==> config.mk <==
export PLATFORM = sky130hd
export DESIGN_NAME = dma_blk_seq
export DESIGN_NICKNAME = d
export VERILOG_FILES = /design/src/rtl/dma_blk_pkg.sv /design/src/rtl/dma_addr_gen.sv /design/src/rtl/dma_beat_ctr.sv /design/src/rtl/dma_blk_ctrl.sv /design/src/rtl/dma_blk_seq.sv
export SDC_FILE = /design/constraint.sdc
export NUM_CORES = 1
export LEC_CHECK = 0
export ABC_CLOCK_PERIOD_IN_PS = 5880
export BUFFER_PORTS_ARGS = -buffer_cell sky130_fd_sc_hd__clkbuf_2
export CORE_MARGIN = 2
export CORE_UTILIZATION = 60
export DETAILED_ROUTE_END_ITERATION = 7
export PLACE_DENSITY = 0.95
export SETUP_SLACK_MARGIN = 0.15
export SLEW_MARGIN = 40
export SYNTH_ARGS = -nofsm -noshare
export SYNTH_HDL_FRONTEND = slang
export SYNTH_SLANG_ARGS = --single-unit
==> constraint.sdc <==
create_clock -name clk -period 5.88 [get_ports clk]
set_input_delay 1.176 -clock clk [delete_from_list [all_inputs] [get_ports clk]]
set_output_delay 1.176 -clock clk [all_outputs]
set_load 0.03 [all_outputs]
==> src/rtl/dma_blk_pkg.sv <==
// Package: shared types for the DMA block transfer sequencer.
// Assumes: the mode encoding is part of the port contract.
package dma_blk_pkg;

    typedef enum logic [1:0] {
        AM_HOLD  = 2'b00,
        AM_INC   = 2'b01,
        AM_DEC   = 2'b10,
        AM_HOLD2 = 2'b11
    } addr_mode_e;

    typedef enum logic [1:0] {
        ST_IDLE = 2'b00,
        ST_WAIT = 2'b01,
        ST_RUN  = 2'b10
    } seq_state_e;

endpackage

==> src/rtl/dma_addr_gen.sv <==
// Module: one address side (source or destination).
// It keeps the running address and the programmed start address.
// It steps the address by 1 or 2 per accepted beat, up or down or not at all.
// On restore it returns the running address to the start address.
// Assumes: restore and step never arrive together with load.
// Restore wins over step.
module dma_addr_gen
    import dma_blk_pkg::*;
#(
    parameter int AW = 24
) (
    input  logic          clk,
    input  logic          rst_n,
    input  logic          load,
    input  logic [AW-1:0] start_addr,
    input  logic [1:0]    mode_in,
    input  logic          word_in,
    input  logic          step,
    input  logic          restore,
    output logic [AW-1:0] addr
);
    localparam int PADW = AW - 2;

    logic [AW-1:0] addr_q;
    logic [AW-1:0] base_q;
    addr_mode_e    mode_q;
    logic          word_q;
    logic [AW-1:0] step_amt;

    // Step size: 2 for word beats, 1 for byte beats.
    assign step_amt = {{PADW{1'b0}}, word_q, ~word_q};

    // Running address: load, restore to start, or step per mode.
    always_ff @(posedge clk) begin
        if (!rst_n) begin
            addr_q <= '0;
            base_q <= '0;
            mode_q <= AM_HOLD;
            word_q <= 1'b0;
        end else if (load) begin
            addr_q <= start_addr;
            base_q <= start_addr;
            mode_q <= addr_mode_e'(mode_in);
            word_q <= word_in;
        end else if (restore) begin
            addr_q <= base_q;
        end else if (step) begin
            case (mode_q)
                AM_INC:  addr_q <= addr_q + step_amt;
                AM_DEC:  addr_q <= addr_q - step_amt;
                default: addr_q <= addr_q;
            endcase
        end
    end

    assign addr = addr_q;

    // The address only moves on load, restore or an accepted beat.
    assert_addr_hold_R5: assert property (@(posedge clk) disable iff (!rst_n)
        (!load && !step && !restore) |=> $stable(addr_q));

    // A fixed-mode side never moves between loads unless restored.
    assert_fixed_mode_R4: assert property (@(posedge clk) disable iff (!rst_n)
        (!load && !restore && (mode_q == AM_HOLD || mode_q == AM_HOLD2)) |=> $stable(addr_q));

endmodule

==> src/rtl/dma_beat_ctr.sv <==
// Module: block size counter with a holding copy.
// It counts down once per accepted beat and flags the last beat of a block.
// When that last beat is accepted it reloads from the holding copy.
// Assumes: a programmed size of 0 means 2**SW beats (the count wraps).
module dma_beat_ctr #(
    parameter int SW = 8
) (
    input  logic          clk,
    input  logic          rst_n,
    input  logic          load,
    input  logic [SW-1:0] size_in,
    input  logic          step,
    output logic          last
);
    localparam logic [SW-1:0] ONE = SW'(1);

    logic [SW-1:0] hold_q;
    logic [SW-1:0] cnt_q;

    // Holding copy is written only by load; the counter reloads from it at block end.
    always_ff @(posedge clk) begin
        if (!rst_n) begin
            hold_q <= '0;
            cnt_q  <= '0;
        end else if (load) begin
            hold_q <= size_in;
            cnt_q  <= size_in;
        end else if (step) begin
            cnt_q <= (cnt_q == ONE) ? hold_q : cnt_q - ONE;
        end
    end

    assign last = (cnt_q == ONE);

    // The count moves only on load or an accepted beat.
    assert_cnt_hold_R5: assert property (@(posedge clk) disable iff (!rst_n)
        (!load && !step) |=> $stable(cnt_q));

    // The holding copy never changes while a job runs.
    assert_hold_fixed_R3: assert property (@(posedge clk) disable iff (!rst_n)
        !load |=> $stable(hold_q));

endmodule

==> src/rtl/dma_blk_ctrl.sv <==
// Module: sequencing control.
// It holds the idle / wait-for-request / running state and the block counter.
// It latches requests that arrive during a block and produces the done pulse.
// It also picks which address side is restored at each block end.
// Assumes: last_beat comes from the beat counter in the same cycle.
module dma_blk_ctrl
    import dma_blk_pkg::*;
#(
    parameter int CW = 16
) (
    input  logic          clk,
    input  logic          rst_n,
    input  logic          start,
    input  logic [CW-1:0] blk_count,
    input  logic          blk_dst,
    input  logic          req,
    input  logic          accept,
    input  logic          last_beat,
    output logic          running,
    output logic          beat_fire,
    output logic          restore_src,
    output logic          restore_dst,
    output logic          done
);
    localparam logic [CW-1:0] ONE = CW'(1);

    seq_state_e    state_q;
    logic [CW-1:0] blkcnt_q;
    logic          pend_q;
    logic          done_q;
    logic          blk_dst_q;
    logic          blk_end;
    logic          final_blk;

    // Beat and block events derived from the state and the handshake.
    always_comb begin
        running   = (state_q == ST_RUN);
        beat_fire = running && accept;
        blk_end   = beat_fire && last_beat;
        final_blk = blk_end && (blkcnt_q == ONE);
    end

    // State, block counter, pending request and done pulse.
    always_ff @(posedge clk) begin
        if (!rst_n) begin
            state_q   <= ST_IDLE;
            blkcnt_q  <= '0;
            pend_q    <= 1'b0;
            done_q    <= 1'b0;
            blk_dst_q <= 1'b0;
        end else begin
            done_q <= 1'b0;
            if (start) begin
                state_q   <= ST_WAIT;
                blkcnt_q  <= blk_count;
                pend_q    <= 1'b0;
                blk_dst_q <= blk_dst;
            end else begin
                case (state_q)
                    ST_WAIT: if (req) state_q <= ST_RUN;
                    ST_RUN: begin
                        if (blk_end) begin
                            blkcnt_q <= blkcnt_q - ONE;
                            pend_q   <= 1'b0;
                            if (final_blk) begin
                                state_q <= ST_IDLE;
                                done_q  <= 1'b1;
                            end else if (!(pend_q || req)) begin
                                state_q <= ST_WAIT;
                            end
                        end else if (req) begin
                            pend_q <= 1'b1;
                        end
                    end
                    default: state_q <= ST_IDLE;
                endcase
            end
        end
    end

    assign restore_src = blk_end && !blk_dst_q;
    assign restore_dst = blk_end && blk_dst_q;
    assign done        = done_q;

    // Done lasts a single cycle.
    assert_done_pulse_R8: assert property (@(posedge clk) disable iff (!rst_n)
        done_q |=> !done_q);

    // Done is only raised once the sequencer has gone idle.
    assert_done_idle_R8: assert property (@(posedge clk) disable iff (!rst_n)
        done_q |-> (state_q == ST_IDLE));

    // Without start, idle is never left, whatever req does.
    assert_idle_ignores_req_R2: assert property (@(posedge clk) disable iff (!rst_n)
        (state_q == ST_IDLE && !start) |=> (state_q == ST_IDLE));

    // A latched request never survives into the waiting state.
    assert_no_stale_pend_R7: assert property (@(posedge clk) disable iff (!rst_n)
        (state_q == ST_WAIT) |-> !pend_q);

endmodule

==> src/rtl/dma_blk_seq.sv <==
// Module: top of the DMA block transfer sequencer.
// It joins two address sides, the beat counter and the control.
// Beat commands are offered on beat_valid and taken on accept.
// Assumes: start may come at any time and restarts the job.
module dma_blk_seq #(
    parameter int AW = 24,
    parameter int SW = 8,
    parameter int CW = 16
) (
    input  logic          clk,
    input  logic          rst_n,
    input  logic          start,
    input  logic [AW-1:0] cfg_src_addr,
    input  logic [AW-1:0] cfg_dst_addr,
    input  logic [1:0]    cfg_src_mode,
    input  logic [1:0]    cfg_dst_mode,
    input  logic          cfg_word,
    input  logic          cfg_blk_dst,
    input  logic [SW-1:0] cfg_blk_size,
    input  logic [CW-1:0] cfg_blk_count,
    input  logic          req,
    input  logic          accept,
    output logic          beat_valid,
    output logic          beat_word,
    output logic [AW-1:0] beat_src,
    output logic [AW-1:0] beat_dst,
    output logic          done
);
    logic running;
    logic beat_fire;
    logic last_beat;
    logic restore_src;
    logic restore_dst;
    logic word_q;

    // Beat size latched at start for the command output.
    always_ff @(posedge clk) begin
        if (!rst_n)     word_q <= 1'b0;
        else if (start) word_q <= cfg_word;
    end

    dma_blk_ctrl #(.CW(CW)) u_ctrl (
        .clk(clk), .rst_n(rst_n), .start(start),
        .blk_count(cfg_blk_count), .blk_dst(cfg_blk_dst),
        .req(req), .accept(accept), .last_beat(last_beat),
        .running(running), .beat_fire(beat_fire),
        .restore_src(restore_src), .restore_dst(restore_dst),
        .done(done)
    );

    dma_beat_ctr #(.SW(SW)) u_beats (
        .clk(clk), .rst_n(rst_n), .load(start),
        .size_in(cfg_blk_size), .step(beat_fire), .last(last_beat)
    );

    dma_addr_gen #(.AW(AW)) u_src (
        .clk(clk), .rst_n(rst_n), .load(start),
        .start_addr(cfg_src_addr), .mode_in(cfg_src_mode), .word_in(cfg_word),
        .step(beat_fire), .restore(restore_src), .addr(beat_src)
    );

    dma_addr_gen #(.AW(AW)) u_dst (
        .clk(clk), .rst_n(rst_n), .load(start),
        .start_addr(cfg_dst_addr), .mode_in(cfg_dst_mode), .word_in(cfg_word),
        .step(beat_fire), .restore(restore_dst), .addr(beat_dst)
    );

    assign beat_valid = running;
    assign beat_word  = word_q;

    // A stalled beat stays offered with unchanged addresses.
    assert_stall_hold_R5: assert property (@(posedge clk) disable iff (!rst_n)
        (beat_valid && !accept && !start) |=> (beat_valid && $stable(beat_src) && $stable(beat_dst)));

    // No beat is offered in the cycle done is shown.
    assert_quiet_at_done_R8: assert property (@(posedge clk) disable iff (!rst_n)
        done |-> !beat_valid);

endmodule

# Word-level counts from Yosys, hierarchy flattened
# Cells that the tools add are included.
# Widths: inputs -> output; s select.
dict set report op_classes {
  addsub 6
  mul 0
  n_div 0
  order_cmp 0
  eq_ne 14
  n_shift 0
  muxes 23
  n_bitwise 4
  reduce_logical 23
}
# op n
set op_table {}
lappend op_table {{$mux 24} 6}
lappend op_table {{$pmux 24 s2} 2}
lappend op_table {{$add 24x2->24} 2}
lappend op_table {{$mux 16} 3}
lappend op_table {{$sub 24x2->24} 2}
lappend op_table {{$mux 8} 3}
lappend op_table {{$eq 16x1->1 const B} 1}
lappend op_table {{$sub 16x1->16 const B} 1}
lappend op_table {{$eq 8x1->1 const B} 1}
lappend op_table {{$mux 2} 4}
lappend op_table {{$reduce_and 2->1} 4}
lappend op_table {{$reduce_bool 2->1} 4}
lappend op_table {{$reduce_bool 4->1} 2}
lappend op_table {{$sub 8x1->8 const B} 1}
lappend op_table {{$eq 2x1->1 const B} 3}
lappend op_table {{$eq 2x2->1 const B} 3}
lappend op_table {{$ne 3x2->1 const B} 2}
lappend op_table {{$reduce_and 3->1} 2}
lappend op_table {{$reduce_bool 3->1} 2}
lappend op_table {{$logic_and 1x1->1} 5}
lappend op_table {{$mux 1} 4}
lappend op_table {{$ne 4x3->1 const B} 1}
lappend op_table {{$not 1->1} 4}
lappend op_table {{$pmux 2 s2} 1}
lappend op_table {{other kinds (7)} 7}
dict set report word_totals {
  ff_bits 138
  latch_bits 0
  ram_bits 0
  mem_bits_ro 0
  in_bits 83
  output_inout_bits 51
  word_cells 85
  memories 0
}

# Logic depth before layout (Yosys ltp)
dict set report logic_depth {
  depth_word 8
  mapped_depth 14
}

# Cells and area by module
# A second synthesis with hierarchy kept.
dict set report hier_totals {
  cells_unflattened 1304
  area_unflattened_um2 10256.1
}
# module n_inst cells_each area_per_inst_um2 seq_area_each_um2
set modules_own_cells {}
lappend modules_own_cells {dma_addr_gen 2 533 4072.7 1021.0}
lappend modules_own_cells {dma_blk_ctrl 1 136 1152.4 420.4}
lappend modules_own_cells {dma_beat_ctr 1 99 922.1 320.3}
lappend modules_own_cells {dma_blk_seq 1 3 36.3 20.0}

# Worst setup path after synthesis
# No wires, ideal clock.
dict set report synth_path {
  kind {reg-to-reg}
  start {register u_dst.mode_q[0]}
  end {register u_dst.addr_q[16] (netlist: u_dst.addr[16])}
  arrival_ps 2969
  required_ps 5763
  setup_slack_ps 2795
  stages_incl_launch_ff 15
  n_path_buf 2
  path_cell_list {dfxtp_1 -> inv_1 -> ha_1 -> buf_2 -> inv_1 -> clkbuf_1 -> nor2_1 -> fa_1 -> and3b_1 -> a221oi_2 -> o211ai_1 -> o211a_1 -> nor2_1 -> mux2i_1 -> nor2_1}
}
dict set report synth_via {
  elab_chain_cells 5
  word_cells_on_any_way 8
  classes_between {eq/ne: 2; mux: 4; reduce/logical: 2}
}
# element line_no
set synth_lines {}
lappend synth_lines {{start: declaration} dma_addr_gen.sv:26} ;# addr_mode_e mode_q;
lappend synth_lines {{start signal: assignment} dma_addr_gen.sv:43} ;# mode_q <= addr_mode_e'(mode_in);
lappend synth_lines {{$eq 2x2->1 or $eq 2x1->1 (tied branches)} dma_addr_gen.sv:48} ;# case (mode_q)
lappend synth_lines {{$pmux 24 s2} dma_addr_gen.sv:48}
lappend synth_lines {{$mux 24} dma_addr_gen.sv:47} ;# end else if (step) begin
lappend synth_lines {{$mux 24} dma_addr_gen.sv:45} ;# end else if (restore) begin
lappend synth_lines {{$mux 24} dma_addr_gen.sv:40} ;# end else if (load) begin
lappend synth_lines {{end signal: assignment} dma_addr_gen.sv:41} ;# addr_q <= start_addr;
lappend synth_lines {{end signal: assignment} dma_addr_gen.sv:46} ;# addr_q <= base_q;
lappend synth_lines {{end signal: assignment} dma_addr_gen.sv:49} ;# AM_INC: addr_q <= addr_q + step_amt;
lappend synth_lines {{end: declaration} dma_addr_gen.sv:24} ;# logic [AW-1:0] addr_q;
# Parallel ways exist; a longest one is shown, timed or not. The select of a mux whose other input is x is not followed.
# A chain may end at the register's enable or synchronous reset.

# Final worst setup path
dict set report layout_path {
  start {register u_dst.mode_q[0]}
  end {register u_dst.addr_q[20] (netlist: u_dst.addr[20])}
}
# Same word-level chain as after synthesis.

==> metrics.txt <==
status finished, final reports clean; relative slew slack 45.1%; Main synth FF type dfxtp_1; chip width 131 um; via-per-instance ratio 6.59; largest net degree at the start of global routing 106; crit path cell chain inv_1, ha_1, buf_4, inv_1, nor2_1, fa_1, and3b_1, a221oi_2, o211ai_1, o211a_1, nor2_1, o211ai_1, a21oi_1; Post-Syn Area per Cell 7.55 um2; P&R area growth vs syn 11.6%; Pwr Density 246 mW/mm2; placed cells 1528; DRC Markers 0; Peak supply drop 0.243 mV; clock transition at the registers of the reported paths 60 ps; post-CTS sizing 0; post-synthesis sequential area ratio 28.6%; fraction of registers with async set/reset 0%; I/O Buffers 133; Die Footprint 0.0172 mm2; First DRT Iteration DRCs 1410; clock skew after layout 8.63 ps; TritonCTS clock tree yes; final hold violation count 0; EDFF count, synth 0; worst skew pair latency 440 ps; #FFs+latches synth 138; Max-Cap Viols 0; DR WL/cell 18.1 um; Rows 46; worst path required time 6240 ps; vias in the first global route 9287; measured slew at the worst slew-check pin 824 ps; worst min-delay path class reg2reg; initial core utilization 61.1%; clock root buffer clkbuf_16; setup_tns 0 ps; Worst Path Max Fanout 27; Hold WS 465 ps; Final WS setup 2220 ps; wire length of the first global-routing pass 45.0 mm; Nets 1430; RSZ-0062 raised after global routing no; share of cells above drive strength 1 16.2%; final critical-path required period 3660 ps; Post-CTS Hold Fix Bufs 0; arrival time worst endpoint 4020 ps; Ys Warns 0; # H-tree levels 4; syn nets 1380; cell area after synthesis 0.00967 mm2; Design Area, Final 0.0108 mm2; placed inst area 0.0102 mm2; Final period util 62.2%; # IOs 134; Sink Count 138; pre-CTS WS 2100 ps; nature of the critical path startpoint register; via count 10300; DRT Pass-1 Iters 7; Setup CP Type reg2reg; Routability Congestion 0.930; core box area 0.0158 mm2; library cells used by synthesis 99; Antenna Violating Nets Remaining 0; WL final 28.2 mm; Setup Buffers After CTS 0; f_max 273 MHz; worst-case clock buffer depth 2; CP endpoint kind register; fin. max-slew vios 0; dpl hpwl 18.7 mm; GRT Residual Overflow 0; Final Setup Violations 0; Leak 4.37 nW; Worst path max stage delay 500 ps; CTS buffer count 17; Synth Instances 1281; initial antenna violation count 1; Cell Count, Final, Fillers Out 1560; Die Y 131 um; Crit-path slowest cell fa_1; gr usage total 32.3%
flip-flops by register name, indices dropped and copies added, names as in the netlist, 8 cells and up:
signal           flops
u_beats.cnt_q        8
u_beats.hold_q       8
u_ctrl.blkcnt_q     16
u_dst.addr          24
u_dst.base_q        24
u_src.addr          24
u_src.base_q        24
cells by family after synthesis:
logic type                 synth area share [%]
and+or+nand+nor                            23.7
xor gates and xnor gates                   6.25
DFF                                        28.6
muxes                                      4.17
buffers and inverters                      6.51
AOI/OAI and AO/OA                          28.6
adders and majority gates                  2.23
placed cells by master, fill, tap and decap left out, types with 8 or more instances in the layout:
cell / instances
buf_4: 9
o221ai_1: 19
o21ai_0: 70
clkbuf_2: 132
clkbuf_16: 17
nor4_1: 16
a211oi_1: 18
o211ai_1: 20
or4_1: 8
xor2_1: 31
nor2b_1: 13
nor2_1: 131
nor3_1: 35
xnor2_1: 38
a21o_1: 14
o22ai_1: 14
or3_1: 18
o31ai_1: 9
inv_1: 34
a31oi_1: 22
o21a_1: 8
and3_1: 9
nand3_1: 17
dfxtp_1: 138
nand2_1: 143
mux2i_1: 38
nand4_1: 10
o31a_1: 8
ha_1: 11
a21oi_1: 114
cell usage after synthesis, types with 10 or more instances:
cell type  number  area share [%]
a211oi_1       18             1.4
a21o_1         14             1.1
a21oi_1       114             5.9
a31oi_1        22             1.4
buf_1          11            0.43
buf_2          26             1.3
clkbuf_1       65             2.5
dfxtp_1       138              29
ha_1           14             1.8
inv_1          35             1.4
mux2i_1        38             3.9
nand2_1       144             5.6
nand3_1        17            0.88
nand4_1        10            0.65
nor2_1        131             5.1
nor2b_1        13            0.84
nor3_1         36             1.9
nor4_1         16             1.0
o211ai_1       20             1.6
o21ai_0        70             3.6
o221ai_1       19             1.7
o22ai_1        14            0.91
or3_1          18             1.2
xnor2_1        38             3.4
xor2_1         31             2.8
final cells by class:
cell class,instances,area [um2]
Antenna cell,1,2.50
Clock buffer,22,484
Tap cell,216,270
Sequential cell,138,2760
Timing Repair Buffer,142,739
Clock inverter,9,90.1
Fill cell,1248,5030
Inverter,37,141
Multi-Input combinational cell,995,6300
layer usage:
metal  share of wire (%)  global-route usage (%)  vias to the layer above
met5                   0                       0                        -
met1                  40                    41.5                     4772
li1                    -                       -                     4777
met2                  46                    51.1                      611
met3                 9.2                    7.70                      124
met4                 4.5                    15.8                        0
worst max-delay path, delay by kind of cell, from the launching register on:
kind / cells / cell delay [ps]
AOI/OAI and AO/OA: 5 / 1210
adders and majority gates: 2 / 690
buffers and inverters: 3 / 710
DFF: 1 / 340
and+or+nand+nor: 3 / 620
metrics by stage:
| step | util, % | total power [W] |
|---|---|---|
| after floorplan | - | 0.00147 |
| after global placement | 64.4 | 0.00158 |
| after detailed placement | 64.5 | 0.00160 |
| after CTS | 68.1 | 0.00264 |
| after global routing | 68.2 | 0.00275 |
| final | 68.2 | 0.00265 |
final timing paths:
path                         start                to  slack [ps]  depth (start not counted)
setup / recovery   u_dst.mode_q[0]    u_dst.addr[20]        2220                         13
hold / removal    u_dst.base_q[17]  u_dst.base_q[17]         470                          2
setup reg to reg   u_dst.mode_q[0]    u_dst.addr[20]        2220                         13
hold reg to reg   u_dst.base_q[17]  u_dst.base_q[17]         470                          2
power breakdown:
group	internal, W	leakage [nW]	switching (W)
clock	0.000625	0.279	0.000422
sequential	0.000993	1.14	0.0000966
combinational	0.000202	2.95	0.000312
total	0.00182	4.37	0.000831
(Power assumes the default switching activity.)
